## config.mk

```make
export PLATFORM = sky130hd
export DESIGN_NAME = pmic_bridge_ctrl
export DESIGN_NICKNAME = d
export VERILOG_FILES = /design/src/rtl/pmic_bridge_pkg.sv /design/src/rtl/pmic_wr_fifo.sv /design/src/rtl/pmic_rd_seq.sv /design/src/rtl/pmic_bridge_ctrl.sv
export SDC_FILE = /design/constraint.sdc
export NUM_CORES = 1
export LEC_CHECK = 0
export ABC_AREA = 0
export BUFFER_PORTS_ARGS = -buffer_cell sky130_fd_sc_hd__buf_2
export CORE_MARGIN = 2
export CORE_UTILIZATION = 45
export CTS_BUF_LIST = sky130_fd_sc_hd__clkbuf_16
export DETAILED_ROUTE_END_ITERATION = 8
export PLACE_DENSITY = 0.73
export SLEW_MARGIN = 25
export SYNTH_ARGS = -nofsm -noshare
export SYNTH_HDL_FRONTEND = slang
export SYNTH_HIERARCHICAL = 1
export SYNTH_SLANG_ARGS = --single-unit
export TNS_END_PERCENT = 1
```

## constraint.sdc

```tcl
create_clock -name clk -period 2.66 [get_ports clk]
set_clock_uncertainty 0.1 [all_clocks]
set_input_delay 0.133 -clock clk [delete_from_list [all_inputs] [get_ports clk]]
set_output_delay 0.133 -clock clk [all_outputs]
set_load 0.02 [all_outputs]
```

## src/rtl/pmic_bridge_pkg.sv

```systemverilog
package pmic_bridge_pkg;

    localparam int HADDR_W = 18;
    localparam int HDATA_W = 32;
    localparam int SDATA_W = 16;
    localparam int SWORD_W = 15;

    localparam logic [HADDR_W-1:0] REG_RDCMD  = 18'h00028;
    localparam logic [HADDR_W-1:0] REG_RDDATA = 18'h0002c;
    localparam logic [HADDR_W-1:0] REG_FSTAT  = 18'h00030;

    localparam int BUSY_BIT  = 31;
    localparam int OVF_BIT   = 12;
    localparam int FULL_BIT  = 11;
    localparam int EMPTY_BIT = 10;

    typedef struct packed {
        logic [SWORD_W-1:0] waddr;
        logic [SDATA_W-1:0] data;
    } wr_entry_t;

    typedef enum logic [1:0] {
        RS_IDLE,
        RS_DRAIN,
        RS_ISSUE,
        RS_WAIT
    } rd_state_e;

    function automatic logic [18:0] win_base(input int bits);
        return (bits == 15) ? 19'h20000 : 19'h08000;
    endfunction

    function automatic logic [18:0] win_span(input int bits);
        if (bits == 10) return 19'h01000;
        if (bits == 12) return 19'h04000;
        return 19'h20000;
    endfunction

    // Byte offset to word address, masked to the configured width.
    function automatic logic [SWORD_W-1:0] word_of(input logic [16:0] off, input int bits);
        logic [SWORD_W-1:0] m;
        for (int i = 0; i < SWORD_W; i++) m[i] = (i < bits);
        return off[16:2] & m;
    endfunction

    function automatic logic [1:0] sel_of(input logic [SWORD_W-1:0] w, input int bits);
        if (bits == 15) return w[14:13];
        if (bits == 12) return w[11:10];
        return 2'b00;
    endfunction

    function automatic logic [SWORD_W-1:0] echo_of(input logic [16:0] cmd, input int bits);
        return (bits == 10) ? cmd[14:0] : cmd[16:2];
    endfunction

endpackage

```

## src/rtl/pmic_wr_fifo.sv

```systemverilog
module pmic_wr_fifo
    import pmic_bridge_pkg::*;
#(
    parameter int DEPTH = 4
) (
    input  logic      clk,
    input  logic      rst,
    input  logic      push,
    input  wr_entry_t push_data,
    input  logic      pop,
    output wr_entry_t head,
    output logic      empty,
    output logic      full
);
    localparam int PTR_W = (DEPTH > 1) ? $clog2(DEPTH) : 1;
    localparam int CNT_W = $clog2(DEPTH + 1);

    wr_entry_t          store [DEPTH];
    logic [PTR_W-1:0]   wr_ptr, rd_ptr;
    logic [CNT_W-1:0]   count;

    assign empty = (count == '0);
    assign full  = (count == CNT_W'(DEPTH));
    assign head  = store[rd_ptr];

    function automatic logic [PTR_W-1:0] bump(input logic [PTR_W-1:0] p);
        return (p == PTR_W'(DEPTH - 1)) ? '0 : p + 1'b1;
    endfunction

    always_ff @(posedge clk) begin
        if (rst) begin
            wr_ptr <= '0;
            rd_ptr <= '0;
            count  <= '0;
        end else begin
            if (push) begin
                store[wr_ptr] <= push_data;
                wr_ptr        <= bump(wr_ptr);
            end
            if (pop) rd_ptr <= bump(rd_ptr);
            case ({push, pop})
                2'b10:   count <= count + 1'b1;
                2'b01:   count <= count - 1'b1;
                default: count <= count;
            endcase
        end
    end
endmodule

```

## src/rtl/pmic_rd_seq.sv

```systemverilog
module pmic_rd_seq
    import pmic_bridge_pkg::*;
(
    input  logic      clk,
    input  logic      rst,
    input  logic      cmd_go,
    input  logic      fifo_empty,
    input  logic      req_ready,
    input  logic      rsp_valid,
    output logic      busy,
    output logic      rd_req,
    output logic      owns_port,
    output logic      done
);
    rd_state_e state;

    assign busy      = (state != RS_IDLE);
    assign rd_req    = (state == RS_ISSUE);
    assign owns_port = (state == RS_ISSUE) || (state == RS_WAIT);
    assign done      = (state == RS_WAIT) && rsp_valid;

    always_ff @(posedge clk) begin
        if (rst) begin
            state <= RS_IDLE;
        end else begin
            case (state)
                RS_IDLE:  if (cmd_go)     state <= RS_DRAIN;
                RS_DRAIN: if (fifo_empty) state <= RS_ISSUE;
                RS_ISSUE: if (req_ready)  state <= RS_WAIT;
                RS_WAIT:  if (rsp_valid)  state <= RS_IDLE;
                default:                  state <= RS_IDLE;
            endcase
        end
    end
endmodule

```

## src/rtl/pmic_bridge_ctrl.sv

```systemverilog
module pmic_bridge_ctrl
    import pmic_bridge_pkg::*;
#(
    parameter int ADDR_BITS  = 12,
    parameter int FIFO_DEPTH = 4
) (
    input  logic        clk,
    input  logic        rst,
    input  logic        h_valid,
    output logic        h_ready,
    input  logic        h_write,
    input  logic [17:0] h_addr,
    input  logic [31:0] h_wdata,
    output logic        h_rvalid,
    output logic [31:0] h_rdata,
    output logic        s_req_valid,
    input  logic        s_req_ready,
    output logic        s_req_write,
    output logic [14:0] s_req_addr,
    output logic [1:0]  s_req_sel,
    output logic [15:0] s_req_wdata,
    input  logic        s_rsp_valid,
    input  logic [15:0] s_rsp_data
);
    localparam logic [18:0] WIN_BASE = win_base(ADDR_BITS);
    localparam logic [18:0] WIN_END  = win_base(ADDR_BITS) + win_span(ADDR_BITS);

    logic               wr_acc, rd_acc, in_win, cmd_go, pop, push;
    logic [HADDR_W-1:0] win_off;
    logic               fifo_empty, fifo_full;
    wr_entry_t          head, entry_in;
    logic               busy, rd_req, owns_port, done;
    logic [SWORD_W-1:0] cmd_word, echo_q;
    logic [SDATA_W-1:0] value_q;
    logic               ovf_q;
    logic [HDATA_W-1:0] rd_mux;
    logic               unused_bits;

    assign h_ready     = 1'b1;
    assign wr_acc      = h_valid && h_write;
    assign rd_acc      = h_valid && !h_write;
    assign in_win      = ({1'b0, h_addr} >= WIN_BASE) && ({1'b0, h_addr} < WIN_END);
    assign win_off     = h_addr - WIN_BASE[HADDR_W-1:0];
    assign push        = wr_acc && in_win && !fifo_full;
    assign cmd_go      = wr_acc && (h_addr == REG_RDCMD) && !busy;
    assign unused_bits = ^{h_wdata[31:17], win_off[17]};

    assign entry_in.waddr = word_of(win_off[16:0], ADDR_BITS);
    assign entry_in.data  = h_wdata[15:0];

    pmic_wr_fifo #(.DEPTH(FIFO_DEPTH)) u_fifo (
        .clk(clk), .rst(rst), .push(push), .push_data(entry_in), .pop(pop),
        .head(head), .empty(fifo_empty), .full(fifo_full)
    );

    pmic_rd_seq u_seq (
        .clk(clk), .rst(rst), .cmd_go(cmd_go), .fifo_empty(fifo_empty),
        .req_ready(s_req_ready), .rsp_valid(s_rsp_valid),
        .busy(busy), .rd_req(rd_req), .owns_port(owns_port), .done(done)
    );

    // Slave port: reads own it from issue to response, otherwise queue head.
    assign s_req_valid = rd_req || (!owns_port && !fifo_empty);
    assign s_req_write = !owns_port;
    assign s_req_addr  = owns_port ? cmd_word : head.waddr;
    assign s_req_wdata = owns_port ? '0 : head.data;
    assign s_req_sel   = sel_of(s_req_addr, ADDR_BITS);
    assign pop         = s_req_valid && s_req_ready && s_req_write;

    always_ff @(posedge clk) begin
        if (rst) begin
            cmd_word <= '0;
            echo_q   <= '0;
            value_q  <= '0;
            ovf_q    <= 1'b0;
        end else begin
            if (cmd_go) begin
                cmd_word <= word_of(h_wdata[16:0], ADDR_BITS);
                echo_q   <= echo_of(h_wdata[16:0], ADDR_BITS);
            end
            if (done) value_q <= s_rsp_data;
            if (wr_acc && in_win && fifo_full) ovf_q <= 1'b1;
        end
    end

    always_comb begin
        rd_mux = '0;
        case (h_addr)
            REG_RDDATA: rd_mux = {busy, echo_q, value_q};
            REG_FSTAT: begin
                rd_mux[OVF_BIT]   = ovf_q;
                rd_mux[FULL_BIT]  = fifo_full;
                rd_mux[EMPTY_BIT] = fifo_empty;
            end
            default: rd_mux = '0;
        endcase
    end

    always_ff @(posedge clk) begin
        if (rst) begin
            h_rvalid <= 1'b0;
            h_rdata  <= '0;
        end else begin
            h_rvalid <= rd_acc;
            if (rd_acc) h_rdata <= rd_mux;
        end
    end
endmodule

```

After elaboration in Yosys (flattened, before gate mapping)
Memory sizes are Yosys's and may differ from the RTL's. A register that Yosys moved wholly into a read port is not among the register bits.
Index checks and enable logic that the tools add are counted.
{"block": "word_totals", "reg_bits": 86, "latchBits": 0, "ram_bits": 112, "word_cells": 75, "romBits": 0, "input_bits": 72, "n_memories": 1}
{"block": "classes", "div_mod_pow": 0, "n_lt_le_gt_ge": 2, "muxes": 18, "n_addsub": 5, "n_eq_ne": 15, "shifts": 0, "bitwise_logic": 0, "n_reduce_logical": 24, "mul": 0}
{"name": "u_fifo.store", "words": 4, "width": 28, "rd": 1, "rd_clocked_by_memory_dff": 1, "wr": 1, "line_no": "pmic_wr_fifo.sv:18", "text": "wr_entry_t store [DEPTH];"}
{"cell": "18-bit by 6-bit == test with 1-bit output (second input constant)", "count": 3}
{"cell": "19-bit 2-to-1 mux", "count": 1}
{"cell": "18-bit by 16-bit >= comparator with 1-bit output (second input constant)", "count": 1}
{"cell": "18-bit by 16-bit less-than comparator with 1-bit output (second input constant)", "count": 1}
{"cell": "16-bit 2-to-1 mux", "count": 1}
{"cell": "2-bit 2-to-1 mux", "count": 8}
{"cell": "15-bit 2-to-1 mux", "count": 1}
{"cell": "14-bit by 1-bit subtractor with 14-bit output (second input constant)", "count": 1}
{"cell": "1-bit logical AND", "count": 12}
{"cell": "3-bit one-hot mux with 2 select lines", "count": 2}
{"cell": "2-bit == test (second input constant)", "count": 5}
{"cell": "10-bit 2-to-1 mux", "count": 1}
{"cell": "2-bit != test (second input constant)", "count": 4}
{"cell": "2-bit one-hot mux with 4 select lines", "count": 1}
{"cell": "1-bit logical NOT", "count": 5}
{"cell": "2-bit by 1-bit adder with 2-bit output (second input constant)", "count": 2}
{"cell": "2-bit by 1-bit == test with 1-bit output (second input constant)", "count": 2}
{"cell": "4-bit AND reduction", "count": 1}
{"cell": "2-bit nonzero test", "count": 2}
{"cell": "3-bit by 1-bit adder with 3-bit output (second input constant)", "count": 1}
{"cell": "3-bit == test (second input constant)", "count": 1}
{"cell": "3-bit logical NOT", "count": 1}
{"cell": "1-bit 2-to-1 mux", "count": 3}
{"cell": "3-bit by 1-bit subtractor with 3-bit output (second input constant)", "count": 1}
{"cell": "2 further kinds", "count": 3}

Logic depth before layout (Yosys ltp)
{"block": "logic_depth", "word_depth": 9, "ltp_mapped": 12, "ltp_nobuf": 11}

Cells and area by module
Netlist, hierarchy kept.
{"mod": "pmic_wr_fifo", "area_per_inst_um2": 4929.7, "cells_per_inst": 211, "instances": 1, "seq_area_each_um2": 3903.7}
{"mod": "pmic_bridge_ctrl", "area_per_inst_um2": 2851.5, "cells_per_inst": 333, "instances": 1, "seq_area_each_um2": 1301.2}
{"mod": "pmic_rd_seq", "area_per_inst_um2": 203.9, "cells_per_inst": 22, "instances": 1, "seq_area_each_um2": 40.0}

Worst setup path after synthesis
OpenSTA, ideal clock, no wires.
{"block": "synth_timing", "path_type": "register to register", "start": "register u_seq.state[0]", "end": "register u_fifo.count[2]", "setup_time_ns": 0.070, "arrival_time_ns": 2.910, "stages_incl_launch_ff": 12, "path_buffers": 0, "period_less_slack_ns": 3.080, "path_slack_ns": -0.420, "path_cell_list": "dfxtp_1 -> inv_1 -> ha_1 -> or2_2 -> o21bai_1 -> and3_1 -> ha_1 -> inv_1 -> fa_1 -> xor2_1 -> or3_1 -> a21oi_1"}
{"block": "synth_between", "elab_chain_len": 9}
{"element": "start: declaration", "line_no": "pmic_rd_seq.sv:15", "text": "rd_state_e state;"}
{"element": "start signal: assignment", "line_no": "pmic_rd_seq.sv:24", "text": "state <= RS_IDLE;"}
{"element": "start signal: assignment", "line_no": "pmic_rd_seq.sv:27", "text": "RS_IDLE: if (cmd_go) state <= RS_DRAIN;"}
{"element": "start signal: assignment", "line_no": "pmic_rd_seq.sv:28", "text": "RS_DRAIN: if (fifo_empty) state <= RS_ISSUE;"}
{"element": "2-bit == test *", "line_no": "pmic_rd_seq.sv:18", "text": "assign rd_req = (state == RS_ISSUE);"}
{"element": "named net rd_req", "line_no": "pmic_bridge_ctrl.sv:32", "text": "logic busy, rd_req, owns_port, done;"}
{"element": "1-bit logical OR *", "line_no": "pmic_rd_seq.sv:19", "text": "assign owns_port = (state == RS_ISSUE) || (state == RS_WAIT);"}
{"element": "named net owns_port", "line_no": "pmic_bridge_ctrl.sv:32"}
{"element": "1-bit logical NOT *", "line_no": "pmic_bridge_ctrl.sv:63", "text": "assign s_req_valid = rd_req || (!owns_port && !fifo_empty);"}
{"element": "1-bit logical AND *", "line_no": "pmic_bridge_ctrl.sv:63"}
{"element": "1-bit logical OR *", "line_no": "pmic_bridge_ctrl.sv:63"}
{"element": "named net s_req_valid", "line_no": "pmic_bridge_ctrl.sv:16", "text": "output logic s_req_valid,"}
{"element": "1-bit logical AND * (2 in series)", "line_no": "pmic_bridge_ctrl.sv:68", "text": "assign pop = s_req_valid && s_req_ready && s_req_write;"}
{"element": "named net pop", "line_no": "pmic_bridge_ctrl.sv:28", "text": "logic wr_acc, rd_acc, in_win, cmd_go, pop, push;"}
{"element": "2-bit by 1-bit == test with 1-bit output / 2-bit == test (equally long branches)", "line_no": "pmic_wr_fifo.sv:41", "text": "case ({push, pop})"}
{"element": "3-bit one-hot mux with 2 select lines / 2-bit nonzero test (equally long branches)"}
{"element": "end signal: assignment", "line_no": "pmic_wr_fifo.sv:42", "text": "2'b10: count <= count + 1'b1;"}
{"element": "end signal: assignment", "line_no": "pmic_wr_fifo.sv:43", "text": "2'b01: count <= count - 1'b1;"}
{"element": "end signal: assignment", "line_no": "pmic_wr_fifo.sv:44", "text": "default: count <= count;"}
{"element": "end: declaration", "line_no": "pmic_wr_fifo.sv:20", "text": "logic [CNT_W-1:0] count;"}
Mark *: on every way through the listed nets, which the timed path passes. The rest lies on a longest branch.
A chain may end at the register's enable or synchronous reset.

Final worst setup path
{"block": "layout_timing", "start": "register u_seq.state[0]", "end": "register u_fifo.count[2]"}
{"block": "layout_between", "elab_chain_len": 9}
{"element": "2-bit == test *", "line_no": "pmic_rd_seq.sv:18"}
{"element": "named net rd_req", "line_no": "pmic_bridge_ctrl.sv:32"}
{"element": "1-bit logical OR *", "line_no": "pmic_rd_seq.sv:19"}
{"element": "named net owns_port", "line_no": "pmic_bridge_ctrl.sv:32"}
{"element": "1-bit logical NOT *", "line_no": "pmic_bridge_ctrl.sv:63, pmic_bridge_ctrl.sv:64"}
{"element": "1-bit logical AND", "line_no": "pmic_bridge_ctrl.sv:63"}
{"element": "1-bit logical OR", "line_no": "pmic_bridge_ctrl.sv:63"}
{"element": "1-bit logical AND", "line_no": "pmic_bridge_ctrl.sv:68"}
{"element": "1-bit logical AND *", "line_no": "pmic_bridge_ctrl.sv:68"}
{"element": "named net pop", "line_no": "pmic_bridge_ctrl.sv:28"}
{"element": "2-bit by 1-bit == test with 1-bit output / 2-bit == test (equally long branches)", "line_no": "pmic_wr_fifo.sv:41"}
{"element": "3-bit one-hot mux with 2 select lines / 2-bit nonzero test (equally long branches)"}
Marks and branches as above.

==> flow_metrics.env <==
export IMPL_drive_above_1_share=0.3159
export IMPL_die_w_um=137.2
export IMPL_clock_sinks=200
export IMPL_fin_nets=838
export IMPL_cts_tree="yes"
export IMPL_drtAntennaViolNets=0
export IMPL_vdd_drop_max_mv=0.4716
export IMPL_synth_edff_count=124
export IMPL_max_clock_freq_ghz=0.3822
export IMPL_max_slew_margin=0.5228
export IMPL_hold_viol=0
export IMPL_crit_fanout=4
export IMPL_wl_per_cell_um=19.10
export IMPL_antenna_found_initial=0
export IMPL_hold_start="h_addr[1]"
export IMPL_fin_crit_sh=0.9836
export IMPL_grt_total_usage=0.2058
export IMPL_setup_viol=0
export IMPL_core_area_um2=17300
export IMPL_p_per_area_nw_per_um2=613.9
export IMPL_place_area_um2=9036
export IMPL_cts_buffers=17
export IMPL_startpoint_type="flip-flop"
export IMPL_synth_area_leaders="edfxtp_1 47%, dfxtp_1 19%, mux4_2 8.5%"
export IMPL_seq_area_frac_synth=0.6568
export IMPL_overflow=0
export IMPL_vias=5418
export IMPL_crit_arrival_ns=2.88
export IMPL_period_needed_ns=2.616
export IMPL_n_antenna_cell=0
export IMPL_ys_warn_count=6
export IMPL_yosys_area_top_type="edfxtp_1"
export IMPL_p_leak_nw=3.601
export IMPL_multi_input_area_um2=2591
export IMPL_synth_cells=566
export IMPL_hpwl_um=12380
export IMPL_cp_startpoint="u_seq/state[0]"
export IMPL_cp_end_kind="flip-flop"
export IMPL_insertion_delay_ns=0.43
export IMPL_grt_pass1_vias=5437
export IMPL_grt_max_degree=40
export IMPL_ys_ff_latch=200
export IMPL_area_growth_pct=26.97
export IMPL_h_tree_depth=4
export IMPL_drtPass1Iterations=5
export IMPL_port_buffers=124
export IMPL_criticalPathCategory="flip-flop to flip-flop"
export IMPL_wl_um=18920
export IMPL_synth_top_area_frac=0.4663
export IMPL_drv_slew=0
export IMPL_r2r_start="u_seq/state[0]"
export IMPL_outcome="complete, no violations"
export IMPL_async_flop_share=0
export IMPL_place_congestion=0.8410
export IMPL_critPathRequiredTime_ns=2.93
export IMPL_tns_ns=0
export IMPL_final_util=0.5862
export IMPL_cts_root_buf="clkbuf_16"
export IMPL_min_path_type="input port to flip-flop"
export IMPL_via_per_inst=5.467
export IMPL_clk_pin_slew_ns=0.07
export IMPL_drc_errors=0
export IMPL_synth_cell_types=43
export IMPL_syn_area_per_cell_um2=14.11
export IMPL_final_cell_area_um2=10140
export IMPL_pin_count=141
export IMPL_synth_flop_cell="edfxtp_1"
export IMPL_power_mw=6.224
export IMPL_die_y_um=137.2
export IMPL_die_area_um2=18830
export IMPL_regArea_um2=5248
export IMPL_drtIter0Drc=429
export IMPL_syn_area_um2=7985
export IMPL_maxCapViolations=0
export IMPL_rows=48
export IMPL_fillers=1328
export IMPL_tightestPinTransition_ns=0.7158
export IMPL_cts_buffer_depth=2
export IMPL_grt_pass1_wl_um=28650
export IMPL_start_util=0.4617
export IMPL_rsz0062_at_grt="false"
==> critical path, stage by stage (launching register included) <==
cell      delay, ns
dfxtp_2        0.36
inv_1          0.07
ha_2           0.19
or2_4          0.26
o21bai_4       0.12
and3_4         0.22
ha_4           0.14
inv_1          0.06
fa_2           0.39
xor2_1         0.16
or3_1          0.34
a21oi_2        0.13
==> per-stage QoR <==
stage          setup slack (ns)  instances  hold slack, ns
3_5_place_dp           -0.03693        912          0.2600
6_report                0.04364        991          0.1064
5_1_grt                0.006366        991          0.1252
4_1_cts                 0.03682        991         0.09150
2_1_floorplan          0.001916        577          0.1319
3_3_place_gp            0.09474        912          0.2431
==> kinds of logic after synthesis <==
group                      synth area share
DFF                                  0.6568
and+or+nand+nor                      0.1094
AOI/OAI and AO/OA                   0.05030
muxes                                0.1299
buffers and inverters               0.03071
adders and majority gates           0.01974
other                             0.0009405
xor gates and xnor gates           0.002194
==> final cells by class <==
class                           instances  share of cell area
Multi-Input combinational cell        325              0.2556
Tap cell                              225             0.02777
Clock buffer                           17             0.04196
Inverter                               11            0.004566
Sequential cell                       200              0.5176
Timing Repair Buffer                  199              0.1345
Clock inverter                         14             0.01802
==> where the power goes <==
part	total, mW	internal [mW]	switching (mW)	leakage (nW)
clock network	2.67	1.50	1.17	0.295
registers	3.29	3.29	0.00340	1.73
logic	0.265	0.122	0.143	1.58
==> registers in the layout (all words and copies together), names as in the netlist, named ones only <==
signal,count
u_fifo/store,124
h_rdata,32
value_q,16
echo_q,15
u_fifo/count,3
u_fifo/rd_ptr,2
u_fifo/wr_ptr,2
u_seq/state,2
h_rvalid,1
ovf_q,1
==> layout by cell type (no fill, tap or decap), types with 2 or more instances in the layout <==
cell type / n
o21ai_0: 7
nor2_1: 30
mux2i_1: 20
a211oi_1: 3
nor3b_1: 3
nand4_1: 29
a31oi_1: 3
or3_1: 2
clkbuf_16: 17
or4_1: 3
inv_1: 10
nor3_1: 2
inv_6: 7
a21oi_1: 47
nand2_1: 30
buf_4: 23
dlygate4sd3_1: 47
nand2b_1: 9
clkinv_4: 2
conb_1: 13
mux4_2: 30
and2_1: 5
mux2_2: 12
o21ai_1: 8
buf_2: 124
buf_12: 5
dfxtp_1: 74
ha_1: 9
nand3_1: 18
nor2b_1: 20
bufinv_16: 3
dfxtp_2: 2
edfxtp_1: 124
xor2_1: 2
==> synth_stat cells (2+ instances only) <==
| library cell | instances |
|---|---|
| and2_1 | 5 |
| nand2b_1 | 9 |
| o21ai_1 | 8 |
| or4_1 | 3 |
| edfxtp_1 | 124 |
| buf_4 | 3 |
| a31oi_1 | 3 |
| o21bai_1 | 2 |
| nor2_1 | 30 |
| o21ai_0 | 7 |
| conb_1 | 2 |
| nor3b_1 | 3 |
| or3_1 | 2 |
| a211oi_1 | 3 |
| inv_1 | 11 |
| dfxtp_1 | 76 |
| nor2b_1 | 21 |
| and3_1 | 2 |
| nor3_1 | 2 |
| mux2i_1 | 20 |
| nand2_1 | 30 |
| nand3_1 | 18 |
| buf_2 | 7 |
| mux4_2 | 30 |
| ha_1 | 11 |
| nand4_1 | 29 |
| a21oi_1 | 48 |
| buf_6 | 4 |
| xor2_1 | 2 |
| mux2_2 | 12 |
| clkbuf_1 | 27 |
==> what timing repair did <==
| action | in CTS | in global routing |
|---|---|---|
| gates resized for setup | 2 | 1 |
| buffers inserted | 1 | 0 |
| gates cloned | 0 | 0 |
| endpoints found under the setup margin | 1 | 1 |
| hold buffers | 47 | 0 |
| hold endpoints to repair | 144 | 0 |
| pin swaps | 2 | 0 |
==> per-layer routing <==
| metal | global-route usage | wire length [um] | share of wire |
|---|---|---|---|
| met5 | 0 | 0 | 0 |
| met1 | 0.2512 | 7540 | 0.40 |
| met4 | 0.09278 | 624 | 0.033 |
| met2 | 0.3499 | 9722 | 0.51 |
| met3 | 0.04636 | 1037 | 0.055 |
==> final timing paths <==
check / end / slack (ns) / cells after the start
hold / removal: h_rdata[30] / 0.11 / 5
setup / recovery: u_fifo/count[2] / 0.04 / 11
hold reg to reg: h_rdata[21] / 0.35 / 2
setup reg to reg: u_fifo/count[2] / 0.04 / 11
Power figures use the tool's default switching activity.
